===== config.mk =====
export PLATFORM = sky130hd
export DESIGN_NAME = sht_pulse_gen
export DESIGN_NICKNAME = d
export VERILOG_FILES = /design/src/rtl/sht_pkg.sv /design/src/rtl/sht_line_track.sv /design/src/rtl/sht_line_class.sv /design/src/rtl/sht_window.sv /design/src/rtl/sht_pulse_gen.sv
export SDC_FILE = /design/constraint.sdc
export NUM_CORES = 1
export LEC_CHECK = 0
export ABC_AREA = 1
export CAP_MARGIN = 20
export CELL_PAD_IN_SITES_DETAIL_PLACEMENT = 1
export CELL_PAD_IN_SITES_GLOBAL_PLACEMENT = 2
export CORE_ASPECT_RATIO = 2
export CORE_MARGIN = 5
export CORE_UTILIZATION = 31
export CTS_BUF_LIST = sky130_fd_sc_hd__clkbuf_8
export CTS_CLUSTER_SIZE = 24
export DETAILED_ROUTE_END_ITERATION = 10
export HOLD_SLACK_MARGIN = 0.12
export MAX_ROUTING_LAYER = met4
export PLACE_DENSITY = 0.95
export SYNTH_ARGS = -nofsm -noshare
export SYNTH_HDL_FRONTEND = slang
export SYNTH_SLANG_ARGS = --single-unit

===== constraint.sdc =====
create_clock -name clk -period 6.4 [get_ports clk]
set_input_delay 1.28 -clock clk [delete_from_list [all_inputs] [get_ports clk]]
set_output_delay 1.28 -clock clk [all_outputs]
set_load 0.01 [all_outputs]

===== src/rtl/sht_pkg.sv =====
package sht_pkg;
  // Classification of the current line for pulse generation
  typedef enum logic [1:0] {
    LN_IDLE  = 2'd0,
    LN_PULSE = 2'd1,
    LN_LAST  = 2'd2
  } line_kind_e;

  localparam int unsigned SHT_PW_DEF = 12;
  localparam int unsigned SHT_LW_DEF = 12;
  localparam int unsigned SHT_CW_DEF = 8;
endpackage


===== src/rtl/sht_line_track.sv =====
module sht_line_track #(
  parameter int unsigned LW = 12,
  parameter int unsigned PW = 12,
  parameter int unsigned CW = 8
) (
  input  logic          clk,
  input  logic          rst_n,
  input  logic          field_start,
  input  logic          line_start,
  input  logic [LW-1:0] sg_line,
  input  logic          cfg_pol,
  input  logic [PW-1:0] cfg_rise,
  input  logic [PW-1:0] cfg_fall,
  input  logic [CW-1:0] cfg_count,
  input  logic [LW-1:0] cfg_start_off,
  output logic [LW-1:0] line_idx,
  output logic          sh_pol,
  output logic [PW-1:0] sh_rise,
  output logic [PW-1:0] sh_fall,
  output logic [CW-1:0] sh_cnt,
  output logic [LW-1:0] sh_off
);
  logic load_sh;
  // Shadow copy happens as the sense-gate line closes
  assign load_sh = line_start && !field_start && (line_idx == sg_line);

  always_ff @(posedge clk or negedge rst_n) begin
    if (!rst_n) begin
      line_idx <= '0;
    end else if (field_start) begin
      line_idx <= '0;
    end else if (line_start && (line_idx != {LW{1'b1}})) begin
      line_idx <= line_idx + 1'b1;
    end
  end

  always_ff @(posedge clk or negedge rst_n) begin
    if (!rst_n) begin
      sh_pol  <= 1'b0;
      sh_rise <= '0;
      sh_fall <= '0;
      sh_cnt  <= '0;
      sh_off  <= '0;
    end else if (load_sh) begin
      sh_pol  <= cfg_pol;
      sh_rise <= cfg_rise;
      sh_fall <= cfg_fall;
      sh_cnt  <= cfg_count;
      sh_off  <= cfg_start_off;
    end
  end

  // a field strobe always restarts the line count
  p_clear_on_field_r9: assert property (@(posedge clk) disable iff (!rst_n)
    field_start |=> (line_idx == '0));

  // shadow settings hold except at the sense-gate line boundary
  p_shadow_hold_r8: assert property (@(posedge clk) disable iff (!rst_n)
    !(line_start && (line_idx == sg_line)) |=>
      $stable({sh_pol, sh_rise, sh_fall, sh_cnt, sh_off}));
endmodule


===== src/rtl/sht_line_class.sv =====
module sht_line_class
  import sht_pkg::*;
#(
  parameter int unsigned LW = 12,
  parameter int unsigned CW = 8
) (
  input  logic [LW-1:0] line_idx,
  input  logic [LW-1:0] sg_line,
  input  logic [CW-1:0] sh_cnt,
  input  logic [LW-1:0] sh_off,
  output line_kind_e    kind
);
  localparam int unsigned EW = ((LW > CW) ? LW : CW) + 2;

  logic [EW-1:0] step, first_ln, end_ln, cur_ln;

  always_comb begin
    // Offsets 0 and 1 both mean the line right after the sense-gate line
    step     = (sh_off <= LW'(1)) ? EW'(1) : EW'(sh_off);
    first_ln = EW'(sg_line) + step;
    end_ln   = first_ln + EW'(sh_cnt);
    cur_ln   = EW'(line_idx);
    kind     = LN_IDLE;
    if ((cur_ln >= first_ln) && (cur_ln < end_ln)) begin
      kind = ((cur_ln + EW'(1)) == end_ln) ? LN_LAST : LN_PULSE;
    end
  end
endmodule


===== src/rtl/sht_window.sv =====
module sht_window #(
  parameter int unsigned PW = 12
) (
  input  logic [PW-1:0] pos,
  input  logic [PW-1:0] lo,
  input  logic [PW-1:0] hi,
  input  logic          en,
  output logic          hit
);
  assign hit = en && (pos >= lo) && (pos < hi);
endmodule


===== src/rtl/sht_pulse_gen.sv =====
module sht_pulse_gen
  import sht_pkg::*;
#(
  parameter int unsigned PW = SHT_PW_DEF,
  parameter int unsigned LW = SHT_LW_DEF,
  parameter int unsigned CW = SHT_CW_DEF
) (
  input  logic            clk,
  input  logic            rst_n,
  input  logic            field_start,
  input  logic            line_start,
  input  logic [PW-1:0]   pix_pos,
  input  logic [LW-1:0]   sg_line,
  input  logic            cfg_pol,
  input  logic [PW-1:0]   cfg_rise,
  input  logic [PW-1:0]   cfg_fall,
  input  logic [CW-1:0]   cfg_count,
  input  logic [LW-1:0]   cfg_start_off,
  input  logic [2*PW-1:0] cfg_hp,
  output logic            shutter
);
  localparam int unsigned HW   = 2 * PW;
  localparam int unsigned NWIN = 2;

  logic [LW-1:0] line_idx;
  logic          sh_pol;
  logic [PW-1:0] sh_rise, sh_fall;
  logic [CW-1:0] sh_cnt;
  logic [LW-1:0] sh_off;
  line_kind_e    kind;
  logic          hp_enabled;
  logic          shutter_q;

  logic [PW-1:0]   win_lo [NWIN];
  logic [PW-1:0]   win_hi [NWIN];
  logic [NWIN-1:0] win_en;
  logic [NWIN-1:0] win_hit;

  sht_line_track #(.LW(LW), .PW(PW), .CW(CW)) u_track (
    .clk           (clk),
    .rst_n         (rst_n),
    .field_start   (field_start),
    .line_start    (line_start),
    .sg_line       (sg_line),
    .cfg_pol       (cfg_pol),
    .cfg_rise      (cfg_rise),
    .cfg_fall      (cfg_fall),
    .cfg_count     (cfg_count),
    .cfg_start_off (cfg_start_off),
    .line_idx      (line_idx),
    .sh_pol        (sh_pol),
    .sh_rise       (sh_rise),
    .sh_fall       (sh_fall),
    .sh_cnt        (sh_cnt),
    .sh_off        (sh_off)
  );

  sht_line_class #(.LW(LW), .CW(CW)) u_class (
    .line_idx (line_idx),
    .sg_line  (sg_line),
    .sh_cnt   (sh_cnt),
    .sh_off   (sh_off),
    .kind     (kind)
  );

  assign hp_enabled = (cfg_hp != {HW{1'b1}});

  // Window 0: main pulse on every pulsed line; window 1: extra pulse on the last
  always_comb begin
    win_lo[0] = sh_rise;
    win_hi[0] = sh_fall;
    win_en[0] = (kind != LN_IDLE);
    win_lo[1] = cfg_hp[PW-1:0];
    win_hi[1] = cfg_hp[HW-1:PW];
    win_en[1] = (kind == LN_LAST) && hp_enabled;
  end

  for (genvar g = 0; g < NWIN; g++) begin : g_win
    sht_window #(.PW(PW)) u_win (
      .pos (pix_pos),
      .lo  (win_lo[g]),
      .hi  (win_hi[g]),
      .en  (win_en[g]),
      .hit (win_hit[g])
    );
  end

  always_ff @(posedge clk or negedge rst_n) begin
    if (!rst_n) shutter_q <= 1'b0;
    else        shutter_q <= sh_pol ^ (|win_hit);
  end

  assign shutter = shutter_q;

  // no line on or before the sense-gate line is ever classed as pulsed
  p_after_sg_r2: assert property (@(posedge clk) disable iff (!rst_n)
    (kind != LN_IDLE) |-> (line_idx > sg_line));

  // the all-ones setting suppresses the extra window
  p_hp_off_r7: assert property (@(posedge clk) disable iff (!rst_n)
    (cfg_hp == {HW{1'b1}}) |-> !win_hit[1]);

  // a zero count leaves the output at its inactive level
  p_idle_level_r10: assert property (@(posedge clk) disable iff (!rst_n)
    (sh_cnt == '0) |=> (shutter == $past(sh_pol)));
endmodule


Word-level counts from Yosys, hierarchy flattened --
Cells that the tools add are included.
Cells by class: add/sub/neg operators 4, magnitude comparators 7, equality and inequality tests 5, mux-type cells 5, bitwise operators 1, reductions and logical operators 13
Operators with widths (count):
- $mux 12 | 3
- $ge 12x12->1 | 2
- $lt 12x12->1 | 2
- $ne 24x24->1 const B | 1
- $add 12x14->14 | 1
- $add 14x8->14 | 1
- $eq 14x14->1 | 1
- $ge 12x14->1 | 1
- $lt 12x14->1 | 1
- $add 12x1->13 const B | 1
- $add 12x1->12 const B | 1
- $eq 12x12->1 | 1
- $le 12x1->1 const B | 1
- $ne 12x12->1 const B | 1
- $logic_and 1x1->1 | 9
- $mux 2 | 2
- $reduce_bool 2->1 | 2
- $eq 2x2->1 const B | 1
- $reduce_or 2->1 | 1
- $logic_not 1->1 | 1
- $xor 1x1->1 | 1
Word-level totals: register bits 58, input port bits 97, output and inout port bits 1, word-level logic and storage cells 42

Depth between registers and ports, before layout --
word-level depth 13, mapped depth 33, depth with buffers taken out 33

Modules after synthesis --
A second synthesis with hierarchy kept.
Second synthesis, totals: cells, all modules 1066, area, all modules 6795.3 um^2
By module, submodules not included:
- sht_line_track | instances 1, cells an instance 358, area each 2762.6 um^2, seq. area each 1426.4 um^2
- sht_line_class | instances 1, cells an instance 453, area each 2555.0 um^2, seq. area each 0.0 um^2
- sht_window | instances 2, cells an instance 115, area each 674.4 um^2, seq. area each 0.0 um^2
- sht_pulse_gen | instances 1, cells an instance 25, area each 128.9 um^2, seq. area each 25.0 um^2

Worst setup path after synthesis --
No wires, ideal clock.
path kind input to register, from input sg_line[0], to register shutter_q (netlist: shutter), setup time 0.116 ns, arrival time 4.751 ns, data required time 6.284 ns, setup slack 1.533 ns, stages on the path 31, buffers on the path 0, path through ha_1 inv_1 fa_1 inv_1 nand2_1 nand2_1 nand2_1 o21ai_0 xor2_1 ha_1 nand2_1 inv_1 a21oi_1 nand2_1 nand2_1 nand2_1 nand2_2 clkinv_2 nand2_2 nand2_2 ha_1 inv_1 nor3_1 a211oi_1 a21boi_0 o21ai_0 nand2_1 a21oi_1 nand2_1 nand2_1 nand2_1
On the way: longest elaborated chain between the ends 11, elaborated cells on any way between the ends 17, classes of those cells add/sub: 2; order compare: 2; eq/ne: 2; mux: 2; bitwise: 1; reduce/logical: 8
RTL lines:
- from (decl) | line sht_pulse_gen.sv:13 | input logic [LW-1:0] sg_line,
- $add 12x14->14 * | line sht_line_class.sv:20 | first_ln = EW'(sg_line) + step;
- $add 14x8->14 | line sht_line_class.sv:21 | end_ln = first_ln + EW'(sh_cnt);
- $lt 12x14->1 or $eq 14x14->1 (tied branches) | line sht_line_class.sv:24, sht_line_class.sv:25
- $logic_and 1x1->1 or $mux 2 (tied branches) | line sht_line_class.sv:24, sht_line_class.sv:25
- $mux 2 * | line sht_line_class.sv:24 | if ((cur_ln >= first_ln) && (cur_ln < end_ln)) begin
- $eq 2x2->1 | line sht_pulse_gen.sv:75 | win_en[1] = (kind == LN_LAST) && hp_enabled;
- $logic_and 1x1->1 | line sht_pulse_gen.sv:75
- $logic_and 1x1->1 (2 in a row) | line sht_window.sv:10 | assign hit = en && (pos >= lo) && (pos < hi);
- $reduce_or 2->1 * | line sht_pulse_gen.sv:90 | else shutter_q <= sh_pol ^ (|win_hit);
- $xor 1x1->1 * | line sht_pulse_gen.sv:90
- to (signal assigned) | line sht_pulse_gen.sv:90
- to (decl) | line sht_pulse_gen.sv:32 | logic shutter_q;
Every way passes the cells marked *; elsewhere a longest branch is shown, timed or not. A chain may end at the register's enable or synchronous reset.

Worst setup path in the final report --
Ends and elaborated chain as after synthesis.

==> reports/metrics.csv <==
metric;value;unit
run status;completed;
count of vias placed by the detailed router;6178;
overall overflow remaining after global route;0;
height of the chip;207.6;µm
number of remaining DRC errors;0;
dpl hpwl;17.66;mm
PnR worst setup slack;0.6685;ns
worst supply voltage drop on vdd;0.1025;mV
Data required, critical path;6.66;ns
ratio of total power to cell area;136.9;nW/µm²
layout cell share with drive strength beyond 1;6.116;%
Clock Power Share;40.4;%
number of buffers inserted by hold repair at cts;0;
slowest stage cell on the critical path;sky130_fd_sc_hd__clkdlybuf4s50_1;
number of warnings printed during yosys synthesis;0;
sequential-to-total area share from yosys stat;23.98;%
largest fanout of any net on the critical path;5;
number of enable-type register cells in the synthesized netlist;0;
ys async rst share;100.0;%
initial standard-cell utilization of the core;31.39;%
wire length of the first global-routing pass;33.33;mm
switching power;301.6;µW
unrepaired setup endpoints after global routing;false;
I/O pin count;98;
leading post-synthesis cells by cell area;sky130_fd_sc_hd__dfrtp_1, sky130_fd_sc_hd__ha_1, sky130_fd_sc_hd__nand2_1, sky130_fd_sc_hd__inv_1, sky130_fd_sc_hd__nand3_1;
utilization after layout;38.82;%
floorplan die width;108.8;µm
final worst-path cycle share;89.56;%
Resized cells post-CTS;0;
arrival time of the worst setup path;5.99;ns
Setup-failing EPs final;0;
remaining antenna violation count;0;
count of max-cap constraint violations;0;
CP startpoint kind;input port;
Overall Power;1025;µW
hold slack;0.4749;ns
number of unique standard cell types used by synthesis;46;
TritonCTS clock tree;yes;
post-detailed-route wirelength per cell;16.86;µm
antenna violations before repair;0;
Reg-to-Reg End;shutter$_DFF_PN0_;
detailed-router iteration count before antenna repair;4;
standby leakage power;0.003917;µW
Internal Power;722.9;µW
post-synthesis cell type with the largest combined area;sky130_fd_sc_hd__dfrtp_1;
total number of placement rows;72;
flop-to-flop setup slack;1.07;ns
delay of the slowest cell on the worst path;0.52;ns
capturing element type of the critical path;flip-flop;
worst setup timing slack at the placement stage;0.2476;ns
area share of the leading cell type in the synthesized netlist;23.98;%
number of nets at the end of the flow;1168;
slew at the pin closest to its max-slew limit;0.9071;ns
Fin Setup TNS;0;ns
Post-Synthesis Cell Area;6052;µm²
clock insertion delay at the later pin of the skew report;0.37;ns
cell count after synthesis;893;
routability cong.;0.9371;
FMAX;174.5;MHz
starting DRC count in detailed routing;191;
area of the core region;19280;µm²
maximum clock path buffer count;2;
area enclosed by the die boundary;22590;µm²
clock period minus worst slack;5.732;ns
synthesized netlist net count;1083;
setup fix buffers added after clock tree synthesis;0;
number of sinks handled by clock tree synthesis;58;
Worst Hold Class;flip-flop to flip-flop;
TritonCTS buffer count;9;
most frequent cell on the critical path;sky130_fd_sc_hd__nand2_1;
Final Skew;0.01726;ns
mean post-synth cell area;6.777;µm²
beginning of the worst register-to-register path;u_track.sh_off[7]$_DFFE_PN0P_;
Vias per Instance;4.982;
combinational fraction of design power;23.3;%
max-slew violation count;0;
diodes inserted;0;
most common flop cell mapped by yosys;sky130_fd_sc_hd__dfrtp_1;
drt total wl;20.91;mm
number of H-tree levels;3;
global routing usage summed across all routing layers;19.83;%
worst r2r path cells;33;
Hold Path Origin;u_track.sh_fall[9]$_DFFE_PN0P_;
maximum number of pins on one net before global-route repair;59;
quantity of I/O buffers inserted on ports;97;
Hold Fails Final Rpt;0;
number of register bits inferred by synthesis;58;
vias in the first global route;6747;
layout overhead on the synthesized area;23.67;%
clock-pin slew on the worst setup and hold paths;0.07;ns
Worst Path Class, Setup;input port to flip-flop;
Seq pwr share;36.3;%
clock root cell;sky130_fd_sc_hd__clkbuf_8;
hold-critical path depth;2;
end point of the most critical hold path;u_track.sh_fall[9]$_DFFE_PN0P_;
number of fillers in the final layout;2523;
net switching fraction of the power;29.44;%
Max-Slew Margin vs Limit;39.31;%
## cell families (layout without fill, tap and decap cells)
group | after synthesis | after routing | synth area share (%)
adder cells (fa/ha/maj) | 93 | 93 | 19.47
flip-flops | 58 | 58 | 23.98
AND/OR/NAND/NOR | 472 | 472 | 34.86
buffers and inverters | 170 | 258 | 10.81
XOR/XNOR | 15 | 15 | 2.171
AO/OA/AOI/OAI | 85 | 85 | 8.704
## synthesized netlist by cell type (2+ instances only)
library cell                  n
sky130_fd_sc_hd__buf_2        9
sky130_fd_sc_hd__nand3_4      2
sky130_fd_sc_hd__o21ai_0     16
sky130_fd_sc_hd__a21oi_1     31
sky130_fd_sc_hd__nand3_2      4
sky130_fd_sc_hd__nor2_2       4
sky130_fd_sc_hd__ha_1        91
sky130_fd_sc_hd__nor2_1      44
sky130_fd_sc_hd__nand3_1     92
sky130_fd_sc_hd__o21bai_1     2
sky130_fd_sc_hd__nand2_2     15
sky130_fd_sc_hd__nand4_1     17
sky130_fd_sc_hd__dfrtp_1     58
sky130_fd_sc_hd__nor3_1       7
sky130_fd_sc_hd__nand2_1    275
sky130_fd_sc_hd__o22ai_1     12
sky130_fd_sc_hd__nand2_4      2
sky130_fd_sc_hd__xor2_1      10
sky130_fd_sc_hd__o2111ai_1    3
sky130_fd_sc_hd__a21boi_0     3
sky130_fd_sc_hd__nor2_4       2
sky130_fd_sc_hd__nand3b_1     2
sky130_fd_sc_hd__fa_1         2
sky130_fd_sc_hd__inv_2        4
sky130_fd_sc_hd__o211ai_1     2
sky130_fd_sc_hd__inv_1      138
sky130_fd_sc_hd__clkbuf_1    16
sky130_fd_sc_hd__a31oi_1      2
sky130_fd_sc_hd__a211oi_1     5
sky130_fd_sc_hd__xnor2_1      5
sky130_fd_sc_hd__nor4_1       3
## through the flow
stage,cell area [µm²],instances
final,7485,1240
after detailed placement,7259,1226
after global placement,7259,1226
after global routing,7485,1240
after CTS,7485,1240
after floorplan,6052,893
## registers in the layout (all words and copies together), names as in the netlist
| register | count |
|---|---|
| u_track.line_idx | 12 |
| u_track.sh_fall | 12 |
| u_track.sh_off | 12 |
| u_track.sh_rise | 12 |
| u_track.sh_cnt | 8 |
| shutter | 1 |
| u_track.sh_pol | 1 |
## layout by cell type, fill, tap and decap left out, types with 15 or more instances in the layout
cell,instances
sky130_fd_sc_hd__nor2_1,44
sky130_fd_sc_hd__inv_1,138
sky130_fd_sc_hd__nand2_1,275
sky130_fd_sc_hd__dfrtp_1,58
sky130_fd_sc_hd__nand3_1,92
sky130_fd_sc_hd__nand4_1,17
sky130_fd_sc_hd__ha_1,91
sky130_fd_sc_hd__o21ai_0,16
sky130_fd_sc_hd__a21oi_1,31
sky130_fd_sc_hd__nand2_2,15
sky130_fd_sc_hd__clkdlybuf4s50_1,96
## power by group through the flow
stage                     logic (µW)  registers, µW  clock network (µW)
after floorplan                  117            377                   0
after global placement           232            379                   0
after detailed placement         240            379                   0
after CTS                        243            372                 421
after global routing             269            372                 428
final                            238            372                 414
## layer usage
layer	vias to the layer above	track usage, %	wire length (µm)
met3	62	1.712	565
li1	3063	-	-
met1	2918	17.82	6819
met2	135	38.35	12190
met5	-	-	0
met4	0	11.90	1337
## worst max-delay path, delay by kind of cell
family / cells / cell delay (ns)
AND/OR/NAND/NOR: 15 / 1.16
AO/OA/AOI/OAI: 6 / 1.06
XOR/XNOR: 1 / 0.28
buffers and inverters: 6 / 0.89
adder cells (fa/ha/maj): 4 / 1.30
## layout make-up
cell class | instances | area, µm² | area share, %
clock buffer | 12 | 165.2 | 2.207
clock inverter | 2 | 60.06 | 0.8024
inverter | 144 | 541.8 | 7.238
multi-input combinational | 665 | 3954 | 52.83
sequential | 58 | 1451 | 19.39
tap | 259 | 324.1 | 4.330
timing repair buffer | 100 | 988.4 | 13.21
## how the worst max path moves through the flow
stage               startpoint                end  cells past startpoint
global route        sg_line[0]  shutter$_DFF_PN0_                     32
CTS                 sg_line[0]  shutter$_DFF_PN0_                     32
global placement    sg_line[0]  shutter$_DFF_PN0_                     32
detailed placement  sg_line[0]  shutter$_DFF_PN0_                     32
floorplan           sg_line[0]  shutter$_DFF_PN0_                     31
finish              sg_line[0]  shutter$_DFF_PN0_                     32
Note: power is estimated with default switching activity, not from simulation.
